File: config.mk
export PLATFORM = sky130hd
export DESIGN_NAME = rop_write_unit
export DESIGN_NICKNAME = d
export VERILOG_FILES = /design/src/rtl/rop_pkg.sv /design/src/rtl/rop_cmd_regs.sv /design/src/rtl/rop_alu.sv /design/src/rtl/rop_mem.sv /design/src/rtl/rop_write_unit.sv
export SDC_FILE = /design/constraint.sdc
export NUM_CORES = 1
export LEC_CHECK = 0
export BUFFER_PORTS_ARGS = -buffer_cell sky130_fd_sc_hd__buf_4
export CORE_ASPECT_RATIO = 1.4
export CORE_MARGIN = 1.5
export CORE_UTILIZATION = 25
export CTS_CLUSTER_DIAMETER = 80
export DETAILED_ROUTE_END_ITERATION = 7
export GPL_ROUTABILITY_DRIVEN = 0
export MAX_ROUTING_LAYER = met4
export SYNTH_ARGS = -nofsm -noshare
export SYNTH_HDL_FRONTEND = slang
export SYNTH_HIERARCHICAL = 1
export SYNTH_SLANG_ARGS = --single-unit
File: constraint.sdc
create_clock -name clk -period 3.3 [get_ports clk]
set_clock_uncertainty 0.05 [all_clocks]
set_input_delay 0.66 -clock clk [delete_from_list [all_inputs] [get_ports clk]]
set_output_delay 0.66 -clock clk [all_outputs]
set_load 0.01 [all_outputs]
File: src/rtl/rop_pkg.sv
package rop_pkg;
  typedef logic [3:0] fcode_t;
  localparam fcode_t FC_THRU  = 4'b0101;
  localparam fcode_t FC_SERX1 = 4'b0011;
endpackage

File: src/rtl/rop_cmd_regs.sv
module rop_cmd_regs #(
  parameter int DW = 4
) (
  input  logic              clk,
  input  logic              rst_n,
  input  logic              setup,
  input  rop_pkg::fcode_t   setup_code,
  input  logic [DW-1:0]     setup_mask,
  output rop_pkg::fcode_t   code_q,
  output logic [DW-1:0]     pmask_q,
  output logic              active_q,
  output logic              by1_q,
  output logic              uninit_q
);
  import rop_pkg::*;

  fcode_t        code_d;
  logic [DW-1:0] pmask_d;
  logic          active_d, by1_d, uninit_d;

  always_comb begin
    code_d   = code_q;
    pmask_d  = pmask_q;
    active_d = active_q;
    by1_d    = by1_q;
    uninit_d = uninit_q;
    if (setup) begin
      pmask_d  = setup_mask;
      uninit_d = 1'b0;
      if (setup_code == FC_SERX1) begin
        by1_d = 1'b1;
      end else if (setup_code == FC_THRU) begin
        code_d   = FC_THRU;
        active_d = 1'b0;
      end else begin
        code_d   = setup_code;
        active_d = 1'b1;
      end
    end
  end

  always_ff @(posedge clk or negedge rst_n) begin
    if (!rst_n) begin
      code_q   <= FC_THRU;
      pmask_q  <= '1;
      active_q <= 1'b0;
      by1_q    <= 1'b0;
      uninit_q <= 1'b1;
    end else if (setup) begin
      code_q   <= code_d;
      pmask_q  <= pmask_d;
      active_q <= active_d;
      by1_q    <= by1_d;
      uninit_q <= uninit_d;
    end
  end
endmodule

File: src/rtl/rop_alu.sv
module rop_alu #(
  parameter int DW = 4
) (
  input  rop_pkg::fcode_t code,
  input  logic [DW-1:0]   di,
  input  logic [DW-1:0]   mi,
  input  logic [DW-1:0]   mask,
  output logic [DW-1:0]   wb
);
  for (genvar b = 0; b < DW; b++) begin : g_bit
    logic [1:0] sel;
    logic       fres;
    always_comb begin
      sel  = {~mi[b], ~di[b]};
      fres = code[sel];
      wb[b] = mask[b] ? fres : mi[b];
    end
  end
endmodule

File: src/rtl/rop_mem.sv
module rop_mem #(
  parameter int DW = 4,
  parameter int AW = 4
) (
  input  logic          clk,
  input  logic          rst_n,
  input  logic          we,
  input  logic [AW-1:0] waddr,
  input  logic [DW-1:0] wdata,
  output logic [DW-1:0] old_data,
  input  logic          re,
  input  logic [AW-1:0] raddr,
  output logic [DW-1:0] rdata
);
  localparam int DEPTH = 1 << AW;

  logic [DW-1:0] mem_q [DEPTH];

  always_comb old_data = mem_q[waddr];

  for (genvar w = 0; w < DEPTH; w++) begin : g_word
    logic hit;
    always_comb hit = we && (waddr == AW'(w));
    always_ff @(posedge clk or negedge rst_n) begin
      if (!rst_n)   mem_q[w] <= '0;
      else if (hit) mem_q[w] <= wdata;
    end
  end

  always_ff @(posedge clk or negedge rst_n) begin
    if (!rst_n)  rdata <= '0;
    else if (re) rdata <= mem_q[raddr];
  end
endmodule

File: src/rtl/rop_write_unit.sv
module rop_write_unit #(
  parameter int DW = 4,
  parameter int AW = 4,
  parameter int CW = 8
) (
  input  logic          clk,
  input  logic          rst_n,
  input  logic          cmd_setup,
  input  logic [CW-1:0] cmd_addr,
  input  logic [DW-1:0] cmd_mask,
  input  logic          wr_en,
  input  logic [AW-1:0] wr_addr,
  input  logic [DW-1:0] wr_data,
  input  logic          wr_oneshot,
  input  logic [DW-1:0] wr_os_mask,
  input  logic          rd_en,
  input  logic [AW-1:0] rd_addr,
  output logic [DW-1:0] rd_data,
  output logic          logic_on,
  output logic          sam_by1,
  output logic          uninit
);
  import rop_pkg::*;

  fcode_t        code_q, eff_code;
  logic [DW-1:0] pmask_q, eff_mask, old_word, new_word;
  logic          wr_go;

  rop_cmd_regs #(.DW(DW)) u_regs (
    .clk(clk), .rst_n(rst_n), .setup(cmd_setup),
    .setup_code(fcode_t'(cmd_addr[3:0])), .setup_mask(cmd_mask),
    .code_q(code_q), .pmask_q(pmask_q), .active_q(logic_on),
    .by1_q(sam_by1), .uninit_q(uninit)
  );

  always_comb begin
    wr_go    = wr_en && !cmd_setup;
    eff_code = (wr_oneshot || !logic_on) ? FC_THRU : code_q;
    eff_mask = wr_oneshot ? wr_os_mask : pmask_q;
  end

  rop_alu #(.DW(DW)) u_alu (
    .code(eff_code), .di(wr_data), .mi(old_word), .mask(eff_mask), .wb(new_word)
  );

  rop_mem #(.DW(DW), .AW(AW)) u_mem (
    .clk(clk), .rst_n(rst_n), .we(wr_go), .waddr(wr_addr), .wdata(new_word),
    .old_data(old_word), .re(rd_en), .raddr(rd_addr), .rdata(rd_data)
  );
endmodule

==> results of run 1 <==
power by group through the flow:
stage | Combinational (uW) | Clock (uW) | Sequential, uW
detailed placement | 696 | 0 | 1330
finish | 692 | 979 | 1320
global route | 750 | 1050 | 1350
CTS | 700 | 1010 | 1320
global placement | 678 | 0 | 1320
floorplan | 522 | 0 | 1290
metrics by stage:
step	hold slack, ns	std cells
after global routing	0.4619	556
after CTS	0.4320	556
after global placement	0.4013	540
after detailed placement	0.4189	540
after floorplan	0.3144	287
final	0.4268	556
flip-flops by register name, indices dropped and copies added (netlist names):
signal           flops
u_mem/mem_q         64
u_mem/rdata          4
u_regs/code_q        4
u_regs/pmask_q       4
u_regs/active_q      1
u_regs/by1_q         1
u_regs/uninit_q      1
Yosys cell counts, drive strengths merged:
cell,instances
mux2,80
dfrtp,72
mux4,36
mux2i,16
nor2,12
buf,11
clkbuf,9
dfstp,7
a31oi,5
a21oi,4
inv,3
nand2,3
nand2b,3
nand3b,3
or3,3
a21boi,2
a22o,2
a2bb2oi,2
and3b,2
nor2b,2
o21ai,2
or3b,2
a41o,1
and3,1
nand3,1
nor3b,1
o31ai,1
or2b,1
final cells by class:
cell class | instances | area share (%)
Multi-Input combinational cell | 185 | 44.03
Sequential cell | 79 | 38.84
Tap cell | 236 | 5.776
Timing Repair Buffer | 37 | 5.433
Clock buffer | 12 | 4.821
Clock inverter | 4 | 0.8811
Inverter | 3 | 0.2203
worst max path at each step:
stage                       to  slack [ns]  cells past startpoint
6_report       u_mem/mem_q[61]        0.19                      5
2_1_floorplan  u_mem/mem_q[41]        0.57                      7
4_1_cts        u_mem/mem_q[61]        0.24                      5
5_1_grt        u_mem/mem_q[15]        0.07                      5
3_3_place_gp   u_mem/mem_q[25]       -0.06                      5
3_5_place_dp   u_mem/mem_q[13]       -0.11                      5
kinds of logic after synthesis:
kind of cell	Yosys count
mux	132
compound gates	19
simple gates	34
buf+inv	23
flops	79
metal layers:
layer,up-vias,track usage (%)
met4,0,5.612
met2,71,20.70
li1,1173,-
met5,-,-
met1,1389,12.72
met3,22,3.036
==> reports/qor.yml, run 1 <==
synth_fa_ha_area_share_pct: 0
initial_core_util_pct: 25.47
highest_layer: "met4"
switchingPower_uw: 797.1
synth.ff_latch_count: 79
die_area_sq_mm: 0.01840
powerDensity_mw_per_mm2: 585.0
grt_pass1_wl_mm: 16.06
clockBufferDepth: 2
ant_nets: 0
synth_top_area_share_pct: 40.98
max_clock_freq_mhz: 321.8
htreeDepth: 3
synth_top_family_by_area: "multiplexers"
final_core_util_pct: 29.62
final_nets: 349
rows: 57
required_ns: 3.52
switching_share_pct: 26.65
worst_pin_slew_ns: 1.251
cp_slowest_cell: "a31oi_1"
drv_cap: 0
reg2reg_slack_ns: 0.52
seq_area_sq_mm: 0.001986
dr_wl_met3_microns: 513
rsz0062_at_grt: "no"
min_path_type: "register to register"
synth_area_sq_mm: 0.004397
worst-path-max-fanout: 17
ys_seq_area_share_pct: 45.16
die_x_microns: 115.1
area_delta_synth_final_pct: 16.28
synth.avg_cell_area_sq_um: 15.32
drive_gt1_share_pct: 48.13
reg2reg_depth: 4
critPathLaunchType: "input pin"
m1WireLength_mm: 3.854
postPlaceCellArea_sq_mm: 0.004821
clkLatencyLatePin_ns: 0.34
wl_met2_mm: 5.480
syn_inst: 287
reg2reg_from: "u_mem/mem_q[9]"
clock_power_share_pct: 32.7
criticalPathCategory: "input pin to register"
final-hold-violation-count: 0
io_pins: 41
via_per_inst: 4.775
synth_compound_area_share_pct: 2.931
critPathLaunch: "wr_addr[0]"
combPwrFrac_pct: 23.1
path_clk_slew_ns: 0.06
peakVddDrop_v: 0.0002290
drv_slew: 0
ys_top_cells_by_area: "dfrtp_1, mux2_2, mux4_2"
internal_power_uw: 2194
grt_pass1_vias: 2940
dr.pass1.iters: 4
numCtsBuffers: 9
layout_common_cells: "mux2_2, dfrtp_1, buf_4, mux4_2, mux2i_1"
multiInputGateArea_sq_mm: 0.002251
clock-sinks: 79
p_leak_uw: 0.002293
seq_power_share_pct: 44.1
cp_slowest_stage_delay_ns: 0.90
yosys-mux-area-fraction_pct: 43.94
synth-simple-area-share_pct: 4.326
critPathBufInv: 1
drc: 0
io_buffers: 36
min_to: "u_regs/by1_q"
grt_use_total_pct: 12.01
min_period_ns: 3.108
dieHeight_microns: 159.9
hold_depth: 1
yosysUniqueCellTypes: 36
pre_cts_slack_ns: -0.1077
post_cts_resized: 0
cts_setup_buffers: 0
final_common_cell: "mux2_2"
yosysTopAreaCell: "dfrtp_1"
cts_root_buf: "clkbuf_16"
holdBufCountCts: 0
syn-num-nets: 321
grt_max_degree: 80
setup_slack_ns: 0.1921
totalPowerFinal_uw: 2991
vias: 2655
core_sq_mm: 0.01726
route.detailed.wl_per_inst_microns: 18.28
dp_hpwl_mm: 7.268
path_cells: "buf_4, mux4_1, mux4_2, a31oi_1, mux2_2"
num_antenna_cells: 0
synth_xor_area_share_pct: 0
drtIter0Drc: 158
cp_top_family: "multiplexers"
antenna_found_initial: 0
ys_warn_count: 6
hp-start: "u_regs/by1_q"
setup_violations: 0
post-route-period-util_pct: 94.18
rr_endpoint: "u_mem/mem_q[61]"
postLayoutCellArea_sq_mm: 0.005112
fillers: 1718
wirelength_mm: 10.16
grt_overflow: 0
finalSetupTns_ns: 0
cp.arrival_ns: 3.33
cp-end-kind: "register"
cts_tree: "yes"
outcome: "finished, final reports clean"
slew_headroom_pct: 16.18
Note: power is estimated with default switching activity, not from simulation.
==> inputs of run 2 (changes only) <==
--- a/config.mk
+++ b/config.mk
@@ -12,8 +12,9 @@
 export CTS_CLUSTER_DIAMETER = 80
 export DETAILED_ROUTE_END_ITERATION = 7
 export GPL_ROUTABILITY_DRIVEN = 0
+export GPL_TIMING_DRIVEN = 0
 export MAX_ROUTING_LAYER = met4
+export REMOVE_ABC_BUFFERS = 1
 export SYNTH_ARGS = -nofsm -noshare
 export SYNTH_HDL_FRONTEND = slang
-export SYNTH_HIERARCHICAL = 1
 export SYNTH_SLANG_ARGS = --single-unit
==> run 2 against run 1 <==
Clock power is essentially flat. Synthesized cell count grew 16%. Non-clock buffer count shrank 1. Sequential share of layout area shrank 0.13 points. Critical endpoint is now u_mem.mem_q[61]. Via count grew 9.0%. Clock-buffer cell count shrank 1. Final cell count grew 8.3%. Critical path depth shrank 1. Utilization grew 0.22 points. Hold slack gained 0.0075 ns.
==> reports/qor.yml, run 2 <==
synth.avg_cell_area_sq_um: 13.10  # was 15.32 sq um
powerDensity_mw_per_mm2: 575.0  # was 585.0 mW/mm^2
layout_common_cells: "dfrtp_1, mux2_2, mux2i_1, buf_4, nand2_1"  # was mux2_2, dfrtp_1, buf_4, mux4_2, mux2i_1
yosys-mux-area-fraction_pct: 37.37  # was 43.94%
ant_nets: 0  # unchanged
switchingPower_uw: 820.3  # was 797.1 uW
drv_cap: 0  # unchanged
stdcell_count: 602  # was 556
initial_core_util_pct: 25.38  # was 25.47%
area_delta_synth_final_pct: 17.58  # was 16.28%
cts_tree: "yes"  # unchanged
core_sq_mm: 0.01719  # was 0.01726 sq mm
dieHeight_microns: 159.3  # was 159.9 microns
dp_cells: 586  # was 540
postLayoutCellArea_sq_mm: 0.005130  # was 0.005112 sq mm
synth_area_sq_mm: 0.004363  # was 0.004397 sq mm
cts_setup_buffers: 0  # unchanged
cp_top_family: "multiplexers"  # unchanged
required_ns: 3.47  # was 3.52 ns
min_period_ns: 2.757  # was 3.108 ns
grt_overflow: 0  # unchanged
ys_top_cells_by_area: "dfrtp_1, mux2_2, mux4_2"  # unchanged
cp-end-kind: "register"  # unchanged
reg2reg_from: "u_regs.active_q"  # was u_mem/mem_q[9]
die_x_microns: 114.7  # was 115.1 microns
synth-edff-count: 0  # unchanged
cp.arrival_ns: 2.93  # was 3.33 ns
rows: 57  # unchanged
ys_warn_count: 0  # was 6
critPathLaunch: "u_regs.active_q"  # was wr_addr[0]
synth.ff_latch_count: 79  # unchanged
grt_pass1_wl_mm: 17.29  # was 16.06 mm
min_path_type: "register to register"  # unchanged
peakVddDrop_v: 0.0002605  # was 0.0002290 V
synth_compound_area_share_pct: 5.248  # was 2.931%
rsz0062_at_grt: "no"  # unchanged
yosysUniqueCellTypes: 37  # was 36
drv_slew: 0  # unchanged
critPathBufInv: 0  # was 1
path_clk_slew_ns: 0.06  # about the same
antenna_found_initial: 0  # unchanged
setup_violations: 0  # unchanged
dr.pass1.iters: 4  # unchanged
holdBufCountCts: 0  # unchanged
switching_share_pct: 27.81  # was 26.65%
route.detailed.wl_per_inst_microns: 18.13  # was 18.28 microns
largest_reg_flops: 64  # unchanged
synthArstFlopShare_pct: 100.0  # unchanged
cp_slowest_stage_delay_ns: 0.71  # was 0.90 ns
htreeDepth: 3  # unchanged
synth_xor_area_share_pct: 0  # unchanged
final_nets: 395  # was 349
cp_slowest_cell: "a211oi_1"  # was a31oi_1
drc: 0  # unchanged
hp-start: "u_regs.by1_q"  # was u_regs/by1_q
criticalPathCategory: "register to register"  # was input pin to register
synth_fa_ha_area_share_pct: 0  # unchanged
synthTopCellsByCount: "dfrtp_1, mux2_2, mux2i_1"  # was mux2_2, dfrtp_1, mux4_2
synth_most_common_cell: "dfrtp_1"  # was mux2_2
num_antenna_cells: 0  # unchanged
synthFlopType: "dfrtp_1"  # unchanged
post-route-period-util_pct: 83.55  # was 94.18%
clkLatencyLatePin_ns: 0.34  # about the same
internal_power_uw: 2129  # was 2194 uW
p_leak_uw: 0.002282  # was 0.002293 uW
via_per_inst: 4.806  # was 4.775
die_area_sq_mm: 0.01826  # was 0.01840 sq mm
yosysTopAreaCell: "dfrtp_1"  # unchanged
clock_power_share_pct: 33.9  # was 32.7%
clock-sinks: 79  # unchanged
drtIter0Drc: 167  # was 158
cts_root_buf: "clkbuf_16"  # unchanged
numCtsBuffers: 9  # unchanged
io_pins: 41  # unchanged
critPathLaunchType: "register"  # was input pin
worst_pin_slew_ns: 1.008  # was 1.251 ns
finalSetupTns_ns: 0  # unchanged
final_common_cell: "dfrtp_1"  # was mux2_2
wirelength_mm: 10.91  # was 10.16 mm
syn_inst: 333  # was 287
max_clock_freq_mhz: 362.7  # was 321.8 MHz
slew_headroom_pct: 32.78  # was 16.18%
outcome: "finished, final reports clean"  # unchanged
grt_use_total_pct: 13.02  # was 12.01%
dp_hpwl_mm: 7.855  # was 7.268 mm
synth_top_area_share_pct: 41.30  # was 40.98%
regMostFlops: "u_mem.mem_q"  # was u_mem/mem_q
combPwrFrac_pct: 21.9  # was 23.1%
seq_power_share_pct: 44.2  # was 44.1%
synth-simple-area-share_pct: 9.005  # was 4.326%
worst-path-max-fanout: 13  # was 17
path_cells: "or3b_2, a211oi_1, mux2i_1, mux2_2"  # was buf_4, mux4_1, mux4_2, a31oi_1, mux2_2
ys_seq_area_share_pct: 45.51  # was 45.16%
grt_pass1_vias: 3053  # was 2940
synth_top_family_by_area: "multiplexers"  # unchanged
vias: 2893  # was 2655
drive_gt1_share_pct: 40.16  # was 48.13%
totalPowerFinal_uw: 2949  # was 2991 uW
clockBufferDepth: 2  # unchanged
grt_max_degree: 80  # unchanged
postPlaceCellArea_sq_mm: 0.004830  # was 0.004821 sq mm
final-hold-violation-count: 0  # unchanged
post_cts_resized: 0  # unchanged
io_buffers: 36  # unchanged
## run 2: cell types whose count changed after synthesis, sizes merged, moves of 7 or more
cell,change
nor4bb,+10
mux2,-17
nand2,+23
mux2i,+22
mux4,-12
o21ai,+7
## run 2: cell families (layout without fill, tap and decap cells)
kind of cell           after synthesis  count (layout)
multiplexers                       125             125
flip-flops                          79              79
AND/OR/NAND/NOR                     69              69
AO/OA/AOI/OAI                       34              34
buffers and inverters               26              59
## run 2: final cells by class
class	count	area, sq um
well taps	236	295.3
fillers	1712	12060
clock buffers	11	242.7
inverters	7	26.28
repair buffers	36	270.3
clock inverters	5	57.56
flip-flops and latches	79	1986
multi-input cells	228	2252
## run 2: final timing paths
| check | end | slack (ns) | cells after the start |
|---|---|---|---|
| setup / recovery | u_mem.mem_q[61] | 0.54 | 4 |
| hold / removal | u_regs.by1_q | 0.43 | 1 |
| setup reg to reg | u_mem.mem_q[61] | 0.54 | 4 |
| hold reg to reg | u_regs.by1_q | 0.43 | 1 |
| max in group asynchronous | u_mem.mem_q[56] | 2.10 | 1 |
| min in group asynchronous | u_mem.mem_q[34] | 0.44 | 1 |
## run 2: routing by layer
layer  vias to the layer above  routed length (microns)  GRT usage (%)  part of all wire, %
met2                        77                     5855          22.48                   54
met5                         -                        0              -                    0
met1                      1475                     4187          14.26                   38
met3                        20                      528          2.855                  4.8
met4                         0                      342          5.568                  3.1
li1                       1321                        -              -                    -
## run 2: power groups by stage
| stage | Clock, uW | Sequential, uW | Combinational [uW] |
|---|---|---|---|
| floorplan | 0 | 1270 | 448 |
| global placement | 0 | 1310 | 635 |
| detailed placement | 0 | 1320 | 655 |
| CTS | 1030 | 1300 | 657 |
| global route | 1060 | 1330 | 708 |
| finish | 1000 | 1300 | 647 |
## run 2: stage by stage
| stage | util (%) | setup slack [ns] | hold slack (ns) |
|---|---|---|---|
| floorplan | - | 1.201 | 0.3144 |
| global placement | 28.10 | 0.3517 | 0.4052 |
| detailed placement | 28.10 | 0.3098 | 0.4257 |
| CTS | 29.85 | 0.5874 | 0.4370 |
| global route | 29.85 | 0.5135 | 0.4548 |
| finish | 29.85 | 0.5428 | 0.4344 |
==> inputs of run 3 (changes only) <==
==> constraint.sdc (replaced) <==
create_clock -name clk -period 2.6 [get_ports clk]
set_clock_uncertainty 0.05 [all_clocks]
set_input_delay 0.52 -clock clk [delete_from_list [all_inputs] [get_ports clk]]
set_output_delay 0.52 -clock clk [all_outputs]
set_load 0.01 [all_outputs]
==> run 3 against run 2 <==
Wire length increased by 0.45%. Combinational power increased by 28%. Power increased by 27%. Sequential power increased by 27%. Fmax increased by 10%. Register-to-register slack got worse by 0.44 ns. Die area unchanged. Critical path type unchanged. Critical endpoint unchanged. Highest routed layer unchanged.
==> reports/qor.yml, run 3 (synthesis results as in run 2) <==
drive_gt1_share_pct: 40.71  # was 40.16%
grt_pass1_wl_mm: 17.31  # was 17.29 mm
route.detailed.wl_per_inst_microns: 18.21  # was 18.13 microns
post-route-period-util_pct: 96.19  # was 83.55%
die_area_sq_mm: 0.01826  # unchanged
post_cts_resized: 1  # was 0
dp_hpwl_mm: 7.855  # unchanged
final-hold-violation-count: 0  # unchanged
final_nets: 395  # unchanged
core_sq_mm: 0.01719  # unchanged
ant_nets: 0  # unchanged
initial_core_util_pct: 25.38  # unchanged
drc: 0  # unchanged
slew_headroom_pct: 32.96  # was 32.78%
outcome: "finished, final reports clean"  # unchanged
drv_cap: 0  # unchanged
die_x_microns: 114.7  # unchanged
cp_top_family: "multiplexers"  # unchanged
reg2reg_slack_ns: 0.1  # was 0.54 ns
regMostFlops: "u_mem.mem_q"  # unchanged
worst_pin_slew_ns: 1.006  # was 1.008 ns
fillers: 1712  # unchanged
rows: 57  # unchanged
min_period_ns: 2.501  # was 2.757 ns
cp-end-kind: "register"  # unchanged
required_ns: 2.77  # was 3.47 ns
clockBufferDepth: 2  # unchanged
io_pins: 41  # unchanged
combPwrFrac_pct: 22.0  # was 21.9%
dp_cells: 586  # unchanged
io_buffers: 36  # unchanged
holdBufCountCts: 0  # unchanged
cts_setup_buffers: 0  # unchanged
cp_slowest_stage_delay_ns: 0.57  # was 0.71 ns
vias: 2898  # was 2893
max_clock_freq_mhz: 399.9  # was 362.7 MHz
switching_share_pct: 27.90  # was 27.81%
grt_overflow: 0  # unchanged
final_core_util_pct: 29.90  # was 29.85%
worst-path-max-fanout: 13  # unchanged
postPlaceCellArea_sq_mm: 0.004830  # unchanged
seq_power_share_pct: 44.1  # was 44.2%
num_antenna_cells: 0  # unchanged
finalSetupTns_ns: 0  # unchanged
min_path_type: "input pin to async pin"  # was register to register
cp_slowest_cell: "dfrtp_1"  # was a211oi_1
clock_power_share_pct: 33.9  # about the same
via_per_inst: 4.814  # was 4.806
grt_use_total_pct: 13.03  # was 13.02%
wirelength_mm: 10.96  # was 10.91 mm
pre_cts_slack_ns: -0.2502  # was 0.3098 ns
final_common_cell: "dfrtp_1"  # unchanged
setup_violations: 0  # unchanged
path_clk_slew_ns: 0.06  # about the same
rsz0062_at_grt: "no"  # unchanged
dr.pass1.iters: 5  # was 4
cp.arrival_ns: 2.67  # was 2.93 ns
critPathBufInv: 0  # unchanged
largest_reg_flops: 64  # unchanged
critPathLaunchType: "register"  # unchanged
switchingPower_uw: 1046  # was 820.3 uW
clock-sinks: 79  # unchanged
layout_common_cells: "dfrtp_1, mux2_2, mux2i_1, buf_4, nand2_1"  # unchanged
peakVddDrop_v: 0.0003307  # was 0.0002605 V
path_cells: "or3b_2, a211oi_2, mux2i_1, mux2_2"  # was or3b_2, a211oi_1, mux2i_1, mux2_2
htreeDepth: 3  # unchanged
drtIter0Drc: 187  # was 167
area_delta_synth_final_pct: 17.81  # was 17.58%
postLayoutCellArea_sq_mm: 0.005140  # was 0.005130 sq mm
criticalPathCategory: "register to register"  # unchanged
setup_slack_ns: 0.09911  # was 0.5428 ns
cts_root_buf: "clkbuf_16"  # unchanged
p_leak_uw: 0.002284  # was 0.002282 uW
stdcell_count: 602  # unchanged
antenna_found_initial: 0  # unchanged
dieHeight_microns: 159.3  # unchanged
grt_pass1_vias: 3057  # was 3053
drv_slew: 0  # unchanged
grt_max_degree: 80  # unchanged
cts_tree: "yes"  # unchanged
numCtsBuffers: 9  # unchanged
internal_power_uw: 2704  # was 2129 uW
clkLatencyLatePin_ns: 0.34  # about the same
powerDensity_mw_per_mm2: 729.6  # was 575.0 mW/mm^2
[run 3: power by group through the flow]
stage | Sequential (uW) | Clock (uW) | Combinational [uW]
2_1_floorplan | 1610 | 0 | 569
3_3_place_gp | 1660 | 0 | 806
3_5_place_dp | 1670 | 0 | 831
4_1_cts | 1650 | 1300 | 835
5_1_grt | 1690 | 1350 | 902
6_report | 1650 | 1270 | 826
[run 3: final timing paths]
kind                                  from           endpoint  depth (start not counted)
min in group clk               cmd_mask[0]  u_regs.pmask_q[0]                          2
max in group asynchronous            rst_n    u_mem.mem_q[56]                          1
hold / removal                       rst_n    u_mem.mem_q[34]                          1
hold reg to reg               u_regs.by1_q       u_regs.by1_q                          1
setup reg to reg           u_regs.active_q    u_mem.mem_q[61]                          4
setup / recovery           u_regs.active_q    u_mem.mem_q[61]                          4
[run 3: layout make-up]
type	count	area (sq um)	share of cell area [%]
Timing Repair Buffer	36	270.3	5.258
Sequential cell	79	1986	38.63
Multi-Input combinational cell	228	2262	44.01
Clock inverter	5	57.56	1.120
Inverter	7	26.28	0.5112
Tap cell	236	295.3	5.745
Clock buffer	11	242.7	4.722
[run 3: layer usage]
metal  global-route usage, %  part of all wire (%)  up-vias
li1                        -                     -     1322
met3                   2.855                   4.6       20
met2                   22.51                    53       82
met5                       -                     0        -
met4                   5.568                   3.1        0
met1                   14.26                    39     1474
[run 3: per-stage QoR]
stage	hold slack (ns)	total power (uW)
detailed placement	0.4257	2504
CTS	0.3407	3787
global placement	0.4052	2463
global route	0.3630	3938
floorplan	0.1744	2183
finish	0.2944	3750
